==> src/rtl/eyeTrainPkg.sv <==
package eyeTrainPkg;

  typedef struct packed {
    logic clearAll;  // new run: clear results
    logic load;      // reseed patterns, clear mismatch
    logic beat;      // one burst beat
    logic record;    // fold pass/fail of current code
    logic finish;    // latch final results
    logic abort;     // pre-delay exhausted
  } eyeCtl_t;

  typedef enum logic [2:0] {
    ST_IDLE,
    ST_SETUP,
    ST_BURST,
    ST_EVAL,
    ST_DONE
  } eyeState_t;

endpackage

==> src/rtl/eyePatGen.sv <==
module eyePatGen #(
  parameter int DW = 8
) (
  input  logic          clk,
  input  logic          rstN,
  input  logic          load,
  input  logic          step,
  input  logic          prbsMode,
  input  logic [6:0]    seed,
  output logic [DW-1:0] beat
);

  logic [6:0]    lfsr;
  logic [6:0]    lfsrNext;
  logic [DW-1:0] prbsBeat;
  logic          phase;

  always_comb begin
    logic [6:0] s;
    logic       nb;
    s = lfsr;
    prbsBeat = '0;
    for (int i = 0; i < DW; i++) begin
      nb = s[6] ^ s[5];
      prbsBeat[i] = nb;
      s = {s[5:0], nb};
    end
    lfsrNext = s;
  end

  assign beat = prbsMode ? prbsBeat : {DW{phase}};

  always_ff @(posedge clk) begin
    if (!rstN) begin
      lfsr  <= 7'h01;
      phase <= 1'b0;
    end else if (load) begin
      lfsr  <= (seed == 7'h00) ? 7'h01 : seed;
      phase <= 1'b0;
    end else if (step) begin
      lfsr  <= lfsrNext;
      phase <= ~phase;
    end
  end

  // the generator never reaches the all-zero lock-up state
  a_r2_lfsr_nonzero: assert property (@(posedge clk) disable iff (!rstN)
    lfsr != 7'h00);

endmodule

==> src/rtl/eyeLaneModel.sv <==
module eyeLaneModel #(
  parameter int DW = 8,
  parameter int CW = 6,
  parameter int PW = 4,
  parameter int IW = 3
) (
  input  logic                 clk,
  input  logic                 rstN,
  input  logic                 load,
  input  logic                 step,
  input  logic                 prbsMode,
  input  logic [6:0]           seed,
  input  logic [CW-1:0]        dqsCode,
  input  logic [PW-1:0]        dqPre,
  input  logic signed [CW:0]   skew,
  input  logic [CW:0]          eyeWidth,
  input  logic [IW-1:0]        isiMargin,
  output logic [DW-1:0]        dq
);

  logic [DW-1:0] srcBeat;
  logic [DW-1:0] prevBeat;
  logic [DW-1:0] corrupt;
  logic          firstBeat;

  eyePatGen #(.DW(DW)) uSrc (
    .clk(clk), .rstN(rstN), .load(load), .step(step),
    .prbsMode(prbsMode), .seed(seed), .beat(srcBeat)
  );

  always_comb begin
    int lo, hi, c;
    lo = int'(skew) + int'(dqPre);
    hi = lo + int'(eyeWidth) - 1;
    c  = int'(dqsCode);
    if (c >= lo && c <= hi)
      corrupt = '0;
    else if (c > hi && c <= hi + int'(isiMargin))
      corrupt = firstBeat ? '0 : ~(srcBeat ^ prevBeat);
    else
      corrupt = '1;
  end

  assign dq = srcBeat ^ corrupt;

  always_ff @(posedge clk) begin
    if (!rstN) begin
      prevBeat  <= '0;
      firstBeat <= 1'b1;
    end else if (load) begin
      firstBeat <= 1'b1;
    end else if (step) begin
      prevBeat  <= srcBeat;
      firstBeat <= 1'b0;
    end
  end

endmodule

==> src/rtl/eyeDatapath.sv <==
module eyeDatapath
  import eyeTrainPkg::*;
#(
  parameter int DW = 8,
  parameter int CW = 6
) (
  input  logic          clk,
  input  logic          rstN,
  input  eyeCtl_t       ctl,
  input  logic [CW-1:0] code,
  input  logic [DW-1:0] dq,
  input  logic          prbsMode,
  input  logic [6:0]    seed,
  input  logic [CW:0]   minWidth,
  output logic          passNow,
  output logic          seenLeft,
  output logic [CW-1:0] leftEdge,
  output logic [CW-1:0] rightEdge,
  output logic [CW-1:0] centreCode,
  output logic [CW:0]   winWidth,
  output logic          trainFail
);

  logic [DW-1:0] expBeat;
  logic          mismatch;
  logic [CW-1:0] nextLeft, nextRight;
  logic          nextSeen;
  logic [CW:0]   sumLR, widthCalc;

  eyePatGen #(.DW(DW)) uExp (
    .clk(clk), .rstN(rstN), .load(ctl.load), .step(ctl.beat),
    .prbsMode(prbsMode), .seed(seed), .beat(expBeat)
  );

  assign passNow = !mismatch;

  always_comb begin
    nextLeft  = leftEdge;
    nextRight = rightEdge;
    nextSeen  = seenLeft;
    if (ctl.record && passNow) begin
      nextRight = code;
      if (!seenLeft) begin
        nextLeft = code;
        nextSeen = 1'b1;
      end
    end
    sumLR     = {1'b0, nextLeft} + {1'b0, nextRight};
    widthCalc = nextSeen ? ({1'b0, nextRight} - {1'b0, nextLeft} + 1'b1) : '0;
  end

  always_ff @(posedge clk) begin
    if (!rstN) begin
      mismatch <= 1'b0;
    end else if (ctl.clearAll || ctl.load) begin
      mismatch <= 1'b0;
    end else if (ctl.beat) begin
      mismatch <= mismatch | (dq != expBeat);
    end
  end

  always_ff @(posedge clk) begin
    if (!rstN || ctl.clearAll) begin
      seenLeft   <= 1'b0;
      leftEdge   <= '0;
      rightEdge  <= '0;
      centreCode <= '0;
      winWidth   <= '0;
      trainFail  <= 1'b0;
    end else begin
      seenLeft  <= nextSeen;
      leftEdge  <= nextLeft;
      rightEdge <= nextRight;
      if (ctl.finish) begin
        centreCode <= sumLR[CW:1];
        winWidth   <= widthCalc;
        trainFail  <= ctl.abort || !nextSeen || (widthCalc < minWidth);
      end
    end
  end

  // a recorded run never has its right edge left of its left edge
  a_r5_edges_ordered: assert property (@(posedge clk) disable iff (!rstN)
    seenLeft |-> rightEdge >= leftEdge);

  // code zero is never recorded, it triggers a restart instead
  a_r4_left_not_zero: assert property (@(posedge clk) disable iff (!rstN)
    seenLeft |-> leftEdge != '0);

  // a run reported as good is at least the minimum width
  a_r8_width_meets_min: assert property (@(posedge clk) disable iff (!rstN)
    ($past(ctl.finish) && !trainFail) |-> winWidth >= minWidth);

endmodule

==> src/rtl/eyeCtrl.sv <==
module eyeCtrl
  import eyeTrainPkg::*;
#(
  parameter int CW = 6,
  parameter int PW = 4,
  parameter int BL = 8
) (
  input  logic          clk,
  input  logic          rstN,
  input  logic          start,
  input  logic          passNow,
  input  logic          seenLeft,
  input  logic [PW-1:0] dqPreInit,
  output eyeCtl_t       ctl,
  output logic [CW-1:0] code,
  output logic [PW-1:0] dqPre,
  output logic          busy,
  output logic          done
);

  localparam int BCW = (BL > 1) ? $clog2(BL) : 1;
  localparam logic [CW-1:0]  CODE_MAX = {CW{1'b1}};
  localparam logic [PW-1:0]  PRE_MAX  = {PW{1'b1}};
  localparam logic [BCW-1:0] BEAT_LAST = BCW'(BL - 1);

  eyeState_t      state;
  logic [BCW-1:0] beatCnt;
  logic           zeroPass;
  logic           sweepEnd;

  assign zeroPass = passNow && (code == '0);
  assign sweepEnd = (!passNow && seenLeft) || (code == CODE_MAX);
  assign busy     = (state != ST_IDLE) && (state != ST_DONE);
  assign done     = (state == ST_DONE);

  always_comb begin
    ctl = '0;
    unique case (state)
      ST_IDLE:  ctl.clearAll = start;
      ST_SETUP: ctl.load     = 1'b1;
      ST_BURST: ctl.beat     = 1'b1;
      ST_EVAL: begin
        if (zeroPass) begin
          if (dqPre == PRE_MAX) begin
            ctl.finish = 1'b1;
            ctl.abort  = 1'b1;
          end
        end else begin
          ctl.record = 1'b1;
          ctl.finish = sweepEnd;
        end
      end
      default: ctl = '0;
    endcase
  end

  always_ff @(posedge clk) begin
    if (!rstN) begin
      state   <= ST_IDLE;
      code    <= '0;
      dqPre   <= '0;
      beatCnt <= '0;
    end else begin
      unique case (state)
        ST_IDLE: if (start) begin
          code  <= '0;
          dqPre <= dqPreInit;
          state <= ST_SETUP;
        end
        ST_SETUP: begin
          beatCnt <= '0;
          state   <= ST_BURST;
        end
        ST_BURST: begin
          beatCnt <= beatCnt + 1'b1;
          if (beatCnt == BEAT_LAST) state <= ST_EVAL;
        end
        ST_EVAL: begin
          if (zeroPass) begin
            if (dqPre == PRE_MAX) state <= ST_DONE;
            else begin
              dqPre <= dqPre + 1'b1;
              state <= ST_SETUP;
            end
          end else if (sweepEnd) begin
            state <= ST_DONE;
          end else begin
            code  <= code + 1'b1;
            state <= ST_SETUP;
          end
        end
        ST_DONE: state <= ST_IDLE;
        default: state <= ST_IDLE;
      endcase
    end
  end

  // done lasts exactly one cycle
  a_r12_done_pulse: assert property (@(posedge clk) disable iff (!rstN)
    done |=> !done);

  // busy and done never overlap
  a_r12_done_not_busy: assert property (@(posedge clk) disable iff (!rstN)
    done |-> !busy);

  // the pre-delay only grows during a run
  a_r4_pre_monotonic: assert property (@(posedge clk) disable iff (!rstN)
    (busy && $past(busy)) |-> dqPre >= $past(dqPre));

endmodule

==> src/rtl/eyeTrainTop.sv <==
module eyeTrainTop
  import eyeTrainPkg::*;
#(
  parameter int DW = 8,
  parameter int CW = 6,
  parameter int PW = 4,
  parameter int IW = 3,
  parameter int BL = 8
) (
  input  logic                 clk,
  input  logic                 rstN,
  input  logic                 start,
  input  logic                 prbsMode,
  input  logic [6:0]           prbsSeed,
  input  logic [PW-1:0]        dqPreInit,
  input  logic [CW:0]          minWidth,
  input  logic signed [CW:0]   chanSkew,
  input  logic [CW:0]          chanWidth,
  input  logic [IW-1:0]        isiMargin,
  output logic                 busy,
  output logic                 done,
  output logic                 trainFail,
  output logic [CW-1:0]        leftEdge,
  output logic [CW-1:0]        rightEdge,
  output logic [CW-1:0]        centreCode,
  output logic [CW:0]          winWidth,
  output logic [PW-1:0]        dqPreOut,
  output logic [CW-1:0]        strobeDelay
);

  eyeCtl_t       ctl;
  logic [CW-1:0] code;
  logic [DW-1:0] dq;
  logic          passNow;
  logic          seenLeft;

  eyeCtrl #(.CW(CW), .PW(PW), .BL(BL)) uCtrl (
    .clk(clk), .rstN(rstN), .start(start), .passNow(passNow),
    .seenLeft(seenLeft), .dqPreInit(dqPreInit), .ctl(ctl),
    .code(code), .dqPre(dqPreOut), .busy(busy), .done(done)
  );

  eyeLaneModel #(.DW(DW), .CW(CW), .PW(PW), .IW(IW)) uLane (
    .clk(clk), .rstN(rstN), .load(ctl.load), .step(ctl.beat),
    .prbsMode(prbsMode), .seed(prbsSeed), .dqsCode(strobeDelay),
    .dqPre(dqPreOut), .skew(chanSkew), .eyeWidth(chanWidth),
    .isiMargin(isiMargin), .dq(dq)
  );

  eyeDatapath #(.DW(DW), .CW(CW)) uData (
    .clk(clk), .rstN(rstN), .ctl(ctl), .code(code), .dq(dq),
    .prbsMode(prbsMode), .seed(prbsSeed), .minWidth(minWidth),
    .passNow(passNow), .seenLeft(seenLeft), .leftEdge(leftEdge),
    .rightEdge(rightEdge), .centreCode(centreCode), .winWidth(winWidth),
    .trainFail(trainFail)
  );

  assign strobeDelay = busy ? code : centreCode;

endmodule

==> config.mk <==
export PLATFORM = sky130hd
export DESIGN_NAME = eyeTrainTop
export DESIGN_NICKNAME = d
export VERILOG_FILES = /design/src/rtl/eyeTrainPkg.sv /design/src/rtl/eyePatGen.sv /design/src/rtl/eyeLaneModel.sv /design/src/rtl/eyeDatapath.sv /design/src/rtl/eyeCtrl.sv /design/src/rtl/eyeTrainTop.sv
export SDC_FILE = /design/constraint.sdc
export NUM_CORES = 1
export LEC_CHECK = 0
export BUFFER_PORTS_ARGS = -buffer_cell sky130_fd_sc_hd__buf_4
export CAP_MARGIN = 0
export CORE_ASPECT_RATIO = 1.5
export CORE_UTILIZATION = 40
export DETAILED_ROUTE_END_ITERATION = 8
export SKIP_LAST_GASP = 1
export SLEW_MARGIN = 0
export SYNTH_ARGS = -nofsm -noshare
export SYNTH_HDL_FRONTEND = slang
export SYNTH_SLANG_ARGS = --single-unit
==> constraint.sdc <==
create_clock -name clk -period 6.9 [get_ports clk]
set_input_delay 1.725 -clock clk [delete_from_list [all_inputs] [get_ports clk]]
set_output_delay 1.725 -clock clk [all_outputs]
set_load 0.05 [all_outputs]
### After elaboration in Yosys (flattened, before gate mapping)

Index checks and enable logic that the tools add are counted.

| storage, ports and cells | value |
|---|---|
| input bits | 39 |
| register bits | 69 |
| output and inout bits | 38 |

| cells by class | value |
|---|---|
| $lt $le $gt $ge | 5 |
| add/sub/neg operators | 10 |
| bitwise gates (word level) | 24 |
| mux-type cells | 39 |
| reduce and logical (&&, ||, !) cells | 27 |
| equal/unequal tests | 15 |

Operator list:

| operator | count |
|---|---|
| $le 7x32->1 | 2 |
| $mux 6 | 7 |
| $mux 7 | 6 |
| $mux 8 | 5 |
| $add 32x4->32 | 1 |
| $add 32x8->32 | 1 |
| $ge 7x32->1 | 1 |
| $gt 7x32->1 | 1 |
| $sub 32x2->32 const B | 1 |
| $mux 3 | 6 |
| $xor 1x1->1 | 16 |
| $xor 8x8->8 | 2 |
| $mux 4 | 3 |
| $pmux 3 s4 | 1 |
| $pmux 6 s2 | 1 |
| $add 7x5->8 | 1 |
| $ne 2x2->1 const B | 4 |
| $ne 8x8->1 | 1 |
| $not 8->8 | 1 |
| $pmux 4 s2 | 1 |
| $reduce_and 4->1 | 2 |
| $add 6x6->7 | 1 |
| $add 7x1->7 const B | 1 |
| $logic_not 7->1 | 1 |
| 26 further kinds | 53 |

### Logic depth before layout (Yosys ltp)

Gate-level depths: netlist of the first run.

| depth | value |
|---|---|
| depth in word-level cells | 11 |
| depth in mapped cells | 23 |
| gate-level depth less buffers | 21 |

### By module

Synthesis of the first run repeated with hierarchy kept, for this count alone.

| unflattened totals | value |
|---|---|
| cell total of the unflattened synthesis | 710 |
| area, all modules | 6049.6 um^2 |

Modules (own cells, without submodules):

| module | area an instance (um^2) | times used | seq. area each (um^2) | cells each |
|---|---|---|---|---|
| eyeLaneModel | 2198.4 | 1 | 180.2 | 279 |
| eyeDatapath | 1815.5 | 1 | 560.5 | 206 |
| eyePatGen | 509.2 | 2 | 160.2 | 56 |
| eyeCtrl | 915.9 | 1 | 320.3 | 106 |
| eyeTrainTop | 101.3 | 1 | 0.0 | 7 |

### Worst setup path before layout of the first run

No wires, ideal clock.

| path | value |
|---|---|
| path kind | input -> register |
| from | input port chanSkew[0] |
| to | register uData.mismatch |
| data required time | 6.767 ns |
| setup slack | 0.611 ns |
| data arrival time | 6.156 ns |
| stages on the path | 20 |
| cell sequence | ha_1 fa_1 inv_1 ha_1 inv_1 ha_1 fa_1 ha_1 and2b_1 o21bai_1 xnor2_1 ha_1 nor2b_1 o31a_1 o22a_1 o221a_1 or2_1 a2111o_1 a2111oi_1 a21oi_1 |

| between the ends | value |
|---|---|
| cells in the longest elaborated chain, start to end | 11 |
| elaborated cells between the ends (all ways) | 15 |
| those cells by class | 4 x add/sub; 4 x order compare; 1 x eq/ne; 2 x mux; 2 x bitwise; 2 x reduce/logical |

Ends and longest elaborated chain:

| element | line | RTL |
|---|---|---|
| start, declared | eyeTrainTop.sv:17 | `input logic signed [CW:0] chanSkew,` |
| $add 7x5->8 (*) | eyeLaneModel.sv:33 | `lo = int'(skew) + int'(dqPre);` |
| $add 32x8->32 | eyeLaneModel.sv:34 | `hi = lo + int'(eyeWidth) - 1;` |
| $sub 32x2->32 | eyeLaneModel.sv:34 |  |
| $add 32x4->32 | eyeLaneModel.sv:38 | `else if (c > hi && c <= hi + int'(isiMargin))` |
| $le 7x32->1 | eyeLaneModel.sv:38 |  |
| $logic_and 1x1->1 | eyeLaneModel.sv:38 |  |
| $mux 8 | eyeLaneModel.sv:38 |  |
| $mux 8 (*) | eyeLaneModel.sv:36 | `if (c >= lo && c <= hi)` |
| $xor 8x8->8 (*) | eyeLaneModel.sv:44 | `assign dq = srcBeat ^ corrupt;` |
| $ne 8x8->1 (*) | eyeDatapath.sv:58 | `mismatch <= mismatch \| (dq != expBeat);` |
| $or 1x1->1 (*) | eyeDatapath.sv:58 |  |
| end signal, assigned | eyeDatapath.sv:58 |  |
| end, declared | eyeDatapath.sv:25 | `logic mismatch;` |

Mark *: on every way between the ends. The rest lies on a longest branch, timed or not.
A chain may end at the register's enable or synchronous reset.

### Worst setup path after layout of the first run

Same ends and word-level chain as after synthesis.

==> flow_summary.yaml, run 1 <==
floorplan:
  dieArea_sq_mm: 0.01463
  io-pin-count: 77
  row_count: 52
  fp.dieH_um: 147.7
  start_util_pct: 41.41
  die_w_um: 99.11
  core_sq_mm: 0.01366
status:
  outcome: "finished, final reports clean"
cts:
  root_buffer: "clkbuf_16"
  numCtsBuffers: 9
  cts.repair.resized: 0
  path_clk_slew_ns: 0.06
  clockBufferDepth: 2
  htreeDepth: 3
  cts_setup_buffers: 0
  cts.sinks: 69
  clock_latency_ns: 0.34
  hold_buffers: 0
  cts_tree: "done"
placement:
  dpl.hpwl_mm: 11.51
  numPortBuffers: 76
  globalplace.congestion: 0.8645
route:
  drc_errors: 0
  vias: 4991
  vias_per_cell: 5.372
  drtIter0Drc: 204
  wl_mm: 14.48
  firstDrtPassIters: 5
  wl_per_cell_um: 15.59
  drt.antenna.violating_nets: 0
timing:
  tightest_slew_ns: 0.9455
  relSlewSlack_pct: 36.73
  finalHoldViolCount: 0
  layout_min_cycle_time_ns: 6.413
  setup_viol: 0
  finClkSkew_ns: 0.006546
  drv_slew: 0
  finalSetupTns_ns: 0
  rsz0062_at_grt: "no"
  fmax_mhz: 155.9
  fin_crit_sh_pct: 92.95
yosys:
  ys_seq_area_share_pct: 24.41
  yosys-top-cells-area: "dfxtp_1 24%, ha_1 14%, xnor2_1 7.1%"
  synth_top_area_cell: "dfxtp_1"
  ys_warn_count: 0
  synth_top_area_share_pct: 24.41
  synth_flop_cell: "dfxtp_1"
  synth-async-reset-ratio_pct: 0
  syn_avg_cell_area_sq_um: 8.153
  synth_cells: 694
  synth_area_sq_mm: 0.005658
  synth_edf_count: 0
  yosys_register_bits: 69
  syn_nets: 802
  yosysUniqueCellTypes: 74
pwr:
  switching_power_uw: 519.5
  intPower_uw: 973.0
  seqPwrFrac_pct: 29.7
  p_per_area_mw_per_mm2: 223.8
  p_leak_nw: 2.956
  ir_drop_mv: 0.1424
  combPwrFrac_pct: 37.1
  power_mw: 1.492
  clkPwrFrac_pct: 33.1
  switching_share_pct: 34.81
global_route:
  grt_pass1_vias: 5002
  grt_usage_pct: 20.44
  grt_max_degree: 36
  antenna_found_initial: 0
  grt_pass1_wl_mm: 23.65
  grt_overflow: 0
setup_path:
  path_max_fanout: 8
  start_kind: "input pin"
  crit_top_cell: "a21oi_1"
  critical_path_class: "input pin to flip-flop"
  arrival_ns: 6.62
  path_buf_inv: 2
  critPathMaxStageDelay_ns: 0.44
  cp_slowest_cell: "fa_1"
  cpLargestDelayFamily: "compound AO/OA/AOI/OAI gates"
  end_kind: "flip-flop"
  path_cells: "buf_4 > ha_1 > fa_1 > a21o_1 > a21oi_1 > xnor2_1 > xnor2_1 > ha_1 > a21oi_1 > a21oi_1 > nor2_1 > inv_1 > ha_1 > nand3_1 > o221ai_1 > o2bb2ai_1 > nor4_1 > a31oi_2 > or2_1 > a2111o_1 > a2111oi_1 > a21oi_1"
  worstPathRequired_ns: 7.11
layout:
  nets: 870
  fillers: 1347
  syn2layout_area_growth_pct: 17.87
  antenna_cells: 0
  drive_above_1_share_pct: 16.17
worst_hold_path:
  hp-class: "flip-flop to flip-flop"
run:
  max-cap-violations: 0
## kinds of logic (layout without fill, tap and decap cells)
logic type | Yosys count | in the layout | synth area share, %
AND/OR/NAND/NOR | 213 | 213 | 18.69
flip-flops | 69 | 69 | 24.41
adder cells (fa/ha/maj) | 69 | 69 | 16.05
XOR/XNOR | 61 | 61 | 9.443
multiplexers | 24 | 24 | 4.467
buffers and inverters | 83 | 156 | 6.258
AO/OA/AOI/OAI | 175 | 175 | 20.68
## metrics by stage
| stage | util (%) | instance area [sq um] | std cells | hold WS, ns | setup WS [ns] |
|---|---|---|---|---|---|
| detailed placement | 46.46 | 6347 | 913 | 0.4566 | 0.1011 |
| finish | 48.81 | 6669 | 929 | 0.4611 | 0.4865 |
| global route | 48.81 | 6669 | 929 | 0.4868 | 0.04335 |
| CTS | 48.76 | 6663 | 929 | 0.4658 | 0.4395 |
| floorplan | - | 5658 | 694 | 0.4524 | 0.6108 |
| global placement | 46.46 | 6347 | 913 | 0.4498 | 0.2623 |
## Yosys cell counts (5+ instances only)
library cell and instances:
o21a_1 9, a21boi_0 11, fa_1 6, inv_1 56, mux2_2 10, xnor2_1 46
nand2_1 62, a21o_1 11, a211oi_1 7, o21ai_0 24, nand2b_1 5, clkbuf_1 16
a31oi_1 5, a21oi_1 56, mux2i_1 14, nand3_1 10, nor4_1 6, nor3_1 10
and2_1 9, nor2b_1 24, ha_1 63, dfxtp_1 69, nor2_1 56, xor2_1 15
o21bai_1 7
## state kept, by name, indices dropped and copies added, names as in the netlist
register	count
uCtrl.beatCnt	3
uCtrl.code	6
uCtrl.dqPre	4
uCtrl.state	3
uData.centreCode	6
uData.leftEdge	6
uData.mismatch	1
uData.rightEdge	6
uData.seenLeft	1
uData.trainFail	1
uData.uExp.lfsr	7
uData.uExp.phase	1
uData.winWidth	7
uLane.firstBeat	1
uLane.prevBeat	8
uLane.uSrc.lfsr	7
uLane.uSrc.phase	1
## cells in the final DEF, fill, tap and decap left out, types with 5 or more instances in the layout
cell,count
nor3_1,10
dfxtp_1,69
nor4_1,6
nand2b_1,5
buf_4,84
ha_1,63
clkbuf_16,9
mux2_2,10
inv_1,56
nand3_1,10
nand2_1,62
nor2b_1,24
fa_1,6
xor2_1,15
o21bai_1,7
mux2i_1,14
a21o_1,11
a21boi_0,11
o21a_1,9
xnor2_1,46
and2_1,9
a211oi_1,7
nor2_1,56
a21oi_1,56
o21ai_0,24
## power by group through the flow
| stage | logic [mW] | registers, mW | clock network [mW] |
|---|---|---|---|
| 6_report | 0.554 | 0.444 | 0.495 |
| 5_1_grt | 0.626 | 0.447 | 0.520 |
| 4_1_cts | 0.555 | 0.443 | 0.504 |
| 3_5_place_dp | 0.551 | 0.452 | 0 |
| 3_3_place_gp | 0.540 | 0.452 | 0 |
| 2_1_floorplan | 0.419 | 0.451 | 0 |
## cell type report
class	instances	area (sq um)	area share, %
clock buffer	10	229.0	3.433
clock inverter	6	86.33	1.295
inverter	56	210.2	3.152
multi-input combinational	542	3929	58.91
sequential	69	1381	20.71
tap	162	202.7	3.039
timing repair buffer	84	630.6	9.456
## layer usage
layer | vias up | share of wire, % | GRT usage, %
li1 | 2553 | - | -
met3 | 21 | 3.0 | 3.641
met5 | - | 0 | 0
met2 | 79 | 54 | 38.64
met4 | 0 | 2.0 | 7.426
met1 | 2338 | 42 | 22.51
## worst paths after layout
| check | from | to | slack [ns] | cells past startpoint |
|---|---|---|---|---|
| hold reg to reg | uData.winWidth[1]$_SDFFE_PP0P_ | uData.winWidth[1]$_SDFFE_PP0P_ | 0.46 | 2 |
| setup / recovery | chanSkew[0] | uData.mismatch$_SDFFE_PP0P_ | 0.49 | 22 |
| setup reg to reg | uCtrl.dqPre[0]$_SDFFE_PN0P_ | uData.mismatch$_SDFFE_PP0P_ | 1.54 | 21 |
| hold / removal | uData.winWidth[1]$_SDFFE_PP0P_ | uData.winWidth[1]$_SDFFE_PP0P_ | 0.46 | 2 |
## tightest hold or removal path: stages (launching register included)
cell	delay, ns
dfxtp_1	0.31
nand2_1	0.05
a21oi_1	0.05
No activity file was read; power rests on OpenSTA's default activity.
==> run 2: changes to the inputs <==
--- a/config.mk
+++ b/config.mk
@@ -10,6 +10,7 @@
 export CORE_ASPECT_RATIO = 1.5
 export CORE_UTILIZATION = 40
 export DETAILED_ROUTE_END_ITERATION = 8
+export SETUP_SLACK_MARGIN = 0.5
 export SKIP_LAST_GASP = 1
 export SLEW_MARGIN = 0
 export SYNTH_ARGS = -nofsm -noshare
==> run 2 against run 1 <==
  * Sequential share of layout area down 0.65 points
  * Wire length up 1.9%
  * Clock skew up 0.00079 ns
  * Register-to-register slack better by 0.19 ns
  * Die area unchanged
  * Clock power about the same
==> flow_summary.yaml, run 2 (synthesized netlist as in run 1, its figures left out) <==
layout:
  regMostFlops: "uLane.prevBeat"
  final_core_util_pct: 50.40
  final_cell_mix: "88 x buf_4, 69 x dfxtp_1, 62 x nand2_1"
  fillers: 1322
  drive_above_1_share_pct: 19.84
  nets: 874
  layout.cells.non_filler: 933
  syn2layout_area_growth_pct: 21.72
  largest_reg_flops: 8
  layout_commonest_cell: "buf_4"
  antenna_cells: 0
setup_path:
  critPathMaxStageDelay_ns: 0.57
  worstPathRequired_ns: 7.12
  start_kind: "input pin"
  end_kind: "flip-flop"
  path_cells: "buf_4 > ha_2 > fa_2 > inv_1 > ha_1 > inv_1 > ha_4 > fa_2 > ha_4 > and2b_1 > o21bai_2 > xnor2_1 > ha_1 > nor2b_1 > o31a_1 > o22a_1 > o221a_4 > or2_1 > a2111o_1 > a2111oi_4 > a21oi_1"
  rr_worst_depth: 20
  arrival_ns: 6.42
  path_max_fanout: 6
  cp_slowest_cell: "fa_2"
  critical_path_class: "input pin to flip-flop"
floorplan:
  row_count: 52
  fp.dieH_um: 147.7
  io-pin-count: 77
  dieArea_sq_mm: 0.01463
  die_w_um: 99.11
  start_util_pct: 41.41
  core_sq_mm: 0.01366
timing:
  tightest_slew_ns: 0.9734
  finClkSkew_ns: 0.007340
  relSlewSlack_pct: 34.86
  finalHoldViolCount: 0
  final.setup.worst_slack_ns: 0.6946
  setup_viol: 0
  drv_slew: 0
  fin_crit_sh_pct: 89.93
  layout_min_cycle_time_ns: 6.205
  fmax_mhz: 161.2
  finalSetupTns_ns: 0
  rsz0062_at_grt: "no"
global_route:
  grt_overflow: 0
  grt_pass1_wl_mm: 23.72
  grt_pass1_vias: 5022
  grt_usage_pct: 20.50
  antenna_found_initial: 0
  grt_max_degree: 36
cts:
  clock_latency_ns: 0.34
  numCtsBuffers: 9
  cts.sinks: 69
  clockBufferDepth: 2
  root_buffer: "clkbuf_16"
  path_clk_slew_ns: 0.06
  htreeDepth: 3
  cts_tree: "done"
  hold_buffers: 0
worst_hold_path:
  hp-class: "flip-flop to flip-flop"
  worstHoldPathCells: 2
route:
  drc_errors: 0
  vias_per_cell: 5.390
  wl_per_cell_um: 15.82
  drt.antenna.violating_nets: 0
  wl_mm: 14.76
  firstDrtPassIters: 4
  vias: 5029
  drtIter0Drc: 180
placement:
  dpl.cell_count: 913
  globalplace.congestion: 0.8645
  dpl.hpwl_mm: 11.51
  pre_cts_ws_ns: 0.1011
  numPortBuffers: 76
pwr:
  ir_drop_mv: 0.1436
  p_leak_nw: 3.011
  p_per_area_mw_per_mm2: 227.1
  power_mw: 1.564
status:
  outcome: "finished, final reports clean"
run:
  max-cap-violations: 0
[run 2: cell types whose count changed in the layout (fill, tap and decap cells not counted), moves of 3 or more]
cell / change
buf_4: +4
xnor2_2: +3
xnor2_1: -3
ha_1: -4
a21oi_2: +4
ha_4: +3
a21oi_1: -4
[run 2: area by class of cell]
class,count,area (sq um),share of cell area (%)
Multi-Input combinational cell,542,4116,59.77
Sequential cell,69,1381,20.06
Timing Repair Buffer,88,660.6,9.593
Clock buffer,10,229.0,3.325
Inverter,56,210.2,3.052
Tap cell,162,202.7,2.943
Clock inverter,6,86.33,1.254
[run 2: routing by layer]
| layer | routed length (um) | vias up | GRT usage [%] |
|---|---|---|---|
| met2 | 7914 | 86 | 38.81 |
| met4 | 315 | 0 | 7.426 |
| met1 | 6080 | 2362 | 22.54 |
| met5 | 0 | - | 0 |
| met3 | 452 | 22 | 3.641 |
| li1 | - | 2559 | - |
[run 2: through the flow]
step	hold WS, ns	instance area (sq um)
6_report	0.4611	6887
5_1_grt	0.4868	6887
4_1_cts	0.4658	6669
3_5_place_dp	0.4566	6347
3_3_place_gp	0.4498	6347
2_1_floorplan	0.4524	5658
[run 2: power breakdown]
group	switching [mW]	total, mW	internal (mW)
registers	0.0256	0.444	0.418
clock network	0.180	0.496	0.316
logic	0.351	0.624	0.273
total	0.556	1.56	1.01
[run 2: final timing paths]
check | end | slack [ns] | start
worst min-delay path | uData.winWidth[1]$_SDFFE_PP0P_ | 0.46 | uData.winWidth[1]$_SDFFE_PP0P_
worst max register to register | uData.mismatch$_SDFFE_PP0P_ | 1.73 | uCtrl.dqPre[0]$_SDFFE_PN0P_
worst min register to register | uData.winWidth[1]$_SDFFE_PP0P_ | 0.46 | uData.winWidth[1]$_SDFFE_PP0P_
worst max-delay path | uData.mismatch$_SDFFE_PP0P_ | 0.69 | chanSkew[0]
[run 2: worst max-delay path: cells and delay by family]
| family | cells | cell delay, ns |
|---|---|---|
| adder cells (fa/ha/maj) | 7 | 2.24 |
| buffers and inverters | 3 | 0.22 |
| XOR/XNOR | 1 | 0.10 |
| AO/OA/AOI/OAI | 7 | 1.61 |
| AND/OR/NAND/NOR | 3 | 0.53 |
[run 2: timing repair]
| item | 4_1_cts | 5_1_grt |
|---|---|---|
| setup buffers | 0 | 4 |
| gates cloned | 0 | 0 |
| setup endpoints to repair | 1 | 1 |
| pin swaps | 0 | 16 |
| gates resized for setup | 1 | 32 |
==> run 3: changes to the inputs <==
--- a/config.mk
+++ b/config.mk
@@ -8,11 +8,13 @@
 export BUFFER_PORTS_ARGS = -buffer_cell sky130_fd_sc_hd__buf_4
 export CAP_MARGIN = 0
 export CORE_ASPECT_RATIO = 1.5
-export CORE_UTILIZATION = 40
+export CORE_UTILIZATION = 55
 export DETAILED_ROUTE_END_ITERATION = 8
+export PLACE_DENSITY = 0.76
 export SETUP_SLACK_MARGIN = 0.5
 export SKIP_LAST_GASP = 1
 export SLEW_MARGIN = 0
 export SYNTH_ARGS = -nofsm -noshare
 export SYNTH_HDL_FRONTEND = slang
+export SYNTH_HIERARCHICAL = 1
 export SYNTH_SLANG_ARGS = --single-unit
==> run 3 against run 2 <==
  * Register-to-register slack worse by 0.43 ns
  * Design area grew 11%
  * Maximum frequency decreased by 5.0%
  * Via count is 13% higher
  * Flip-flop and latch count unchanged
  * Setup slack worse by 0.33 ns
  * Worst hold slack improved by 0.014 ns
  * First-iteration DRC count is 68% higher
  * Largest cell class unchanged
  * Synthesized area rose by 6.9%
==> flow_summary.yaml, run 3 <==
timing:
  relSlewSlack_pct: 26.64
  tightest_slew_ns: 1.098
  finalHoldViolCount: 0
  fin_crit_sh_pct: 94.67
  finClkSkew_ns: 0.005553
  rsz0062_at_grt: "yes"
  drv_slew: 0
  fmax_mhz: 153.1
  layout_min_cycle_time_ns: 6.532
  setup_viol: 0
layout:
  layout_commonest_cell: "buf_4"
  final_cell_mix: "103 x buf_4, 69 x dfxtp_1, 66 x inv_1"
  antenna_cells: 0
  regMostFlops: "uLane/prevBeat"
  fillers: 819
  nets: 907
  layout.cells.non_filler: 951
  stdcell_area_sq_mm: 0.007632
  syn2layout_area_growth_pct: 26.16
  drive_above_1_share_pct: 27.39
  largest_reg_flops: 8
setup_path:
  arrival_ns: 6.69
  start_kind: "input pin"
  critPathMaxStageDelay_ns: 0.47
  worstPathRequired_ns: 7.06
  crit_start: "chanSkew[0]"
  end_kind: "flip-flop"
  r2r_slack_ns: 1.30
  cp_slowest_cell: "fa_2"
  critical_path_class: "input pin to flip-flop"
  rr_worst_depth: 25
  crit_top_cell: "ha_4"
  rr_endpoint: "uData/mismatch$_SDFFE_PP0P_"
  path_max_fanout: 6
  worstReg2RegStart: "uCtrl/dqPre[0]$_SDFFE_PN0P_"
cts:
  path_clk_slew_ns: 0.06
  numCtsBuffers: 9
  cts_tree: "done"
  clock_latency_ns: 0.33
  root_buffer: "clkbuf_16"
  cts.sinks: 69
  clockBufferDepth: 2
  htreeDepth: 3
pwr:
  p_leak_nw: 3.170
  power_mw: 1.956
  ir_drop_mv: 0.1279
  p_per_area_mw_per_mm2: 256.2
floorplan:
  row_count: 46
  core_sq_mm: 0.01065
  fp.dieH_um: 130.4
  start_util_pct: 56.82
  die_w_um: 87.63
  io-pin-count: 77
  dieArea_sq_mm: 0.01143
placement:
  dpl.cell_count: 910
  globalplace.congestion: 0.9155
  dpl-instance-area_sq_mm: 0.006724
  numPortBuffers: 76
  dpl.hpwl_mm: 11.34
worst_hold_path:
  worstHoldPathCells: 2
  hp-class: "flip-flop to flip-flop"
  hold_start: "uData/winWidth[0]$_SDFFE_PP0P_"
  worstHoldEndpoint: "uData/winWidth[0]$_SDFFE_PP0P_"
yosys:
  synth_top_area_share_pct: 22.83
  yosys-top-cells-area: "dfxtp_1 23%, ha_1 13%, xnor2_1 5.8%"
  synth-async-reset-ratio_pct: 0
  synth_edf_count: 0
  yosysUniqueCellTypes: 74
  syn_avg_cell_area_sq_um: 8.520
  synthTopCellsByCount: "69 x dfxtp_1, 68 x inv_1, 66 x nor2_1, 61 x ha_1, 41 x a21oi_1"
  synth_area_sq_mm: 0.006050
  syn_nets: 815
  ys_warn_count: 6
  synth_flop_cell: "dfxtp_1"
  synth_cells: 710
  ys_seq_area_share_pct: 22.83
  yosys_register_bits: 69
  synth_most_common_cell: "dfxtp_1"
  synth_top_area_cell: "dfxtp_1"
route:
  firstDrtPassIters: 5
  drt.antenna.violating_nets: 0
  wl_mm: 16.72
  drtIter0Drc: 303
  drc_errors: 0
  vias: 5677
  wl_per_cell_um: 17.58
  vias_per_cell: 5.970
global_route:
  grt_max_degree: 40
  grt_overflow: 0
  grt_usage_pct: 27.72
  grt_pass1_vias: 5235
  antenna_found_initial: 0
  grt_pass1_wl_mm: 24.58
status:
  outcome: "finished, final reports clean"
run:
  max-cap-violations: 0
[run 3: cell types whose count changed in the layout (fill, tap and decap cells not counted), moves of 12 or more]
cell | previous run | this run
nand2_1 | 62 | 27
a211oi_1 | 7 | 20
nand2b_1 | 5 | 17
a21oi_1 | 52 | 38
buf_4 | 88 | 103
o21ai_0 | 24 | 12
[run 3: repair_timing]
item                                    CTS  global route
resized for setup                         6            65
pin swaps                                 1            30
endpoints found under the hold margin     0             0
setup buffers                             2            19
endpoints found under the setup margin    1             1
hold buffers                              0             0
gates cloned                              1             3
[run 3: cell families after synthesis]
| group | share of synthesized area [%] |
|---|---|
| adders and majority gates | 14.27 |
| muxes | 6.598 |
| DFF | 22.83 |
| buffers and inverters | 6.991 |
| and+or+nand+nor | 19.03 |
| xor gates and xnor gates | 7.880 |
| AOI/OAI and AO/OA | 22.40 |
[run 3: layer usage]
layer / up-vias / wire length (um) / track usage, %
met5: - / 0 / 0
met4: 0 / 576 / 12.63
met3: 40 / 857 / 4.962
met2: 187 / 8795 / 51.19
met1: 2720 / 6485 / 30.41
li1: 2730 / - / -
[run 3: final cells by class]
type	count	area, sq um	area share [%]
well taps	144	180.2	2.361
repair buffers	109	877.1	11.49
inverters	68	255.2	3.344
flip-flops and latches	69	1381	18.10
clock buffers	10	229.0	3.000
multi-input cells	545	4598	60.25
clock inverters	6	111.4	1.459
[run 3: metrics by stage]
step / setup WS [ns] / setup TNS [ns] / utilization, % / hold WS (ns)
final: 0.3678 / 0 / 71.68 / 0.4754
after CTS: 0.5127 / 0 / 66.78 / 0.4792
after global placement: 0.09811 / 0 / 63.15 / 0.4621
after global routing: 0.1711 / 0 / 71.68 / 0.5071
after floorplan: 0.5259 / 0 / - / 0.4825
after detailed placement: -0.08555 / -0.08555 / 63.15 / 0.4672
[run 3: critical path: cells and delay by family]
kind                       cells  cell delay [ns]
and+or+nand+nor                5             0.57
AOI/OAI and AO/OA              7             1.74
adders and majority gates      6             1.64
xor gates and xnor gates       2             0.35
buffers and inverters          6             0.66
[run 3: how the worst max path moves through the flow]
stage	to	slack, ns
after floorplan	uData/mismatch$_SDFFE_PP0P_	0.53
after global placement	uData/mismatch$_SDFFE_PP0P_	0.1
after detailed placement	uData/mismatch$_SDFFE_PP0P_	-0.09
after CTS	uData/mismatch$_SDFFE_PP0P_	0.51
after global routing	uData/mismatch$_SDFFE_PP0P_	0.17
final	uData/mismatch$_SDFFE_PP0P_	0.37
[run 3: where the power goes]
part	switching, mW	leakage (nW)	internal, mW
registers	0.0431	0.560	0.428
clock network	0.173	0.163	0.353
logic	0.513	2.45	0.445
total	0.729	3.17	1.23
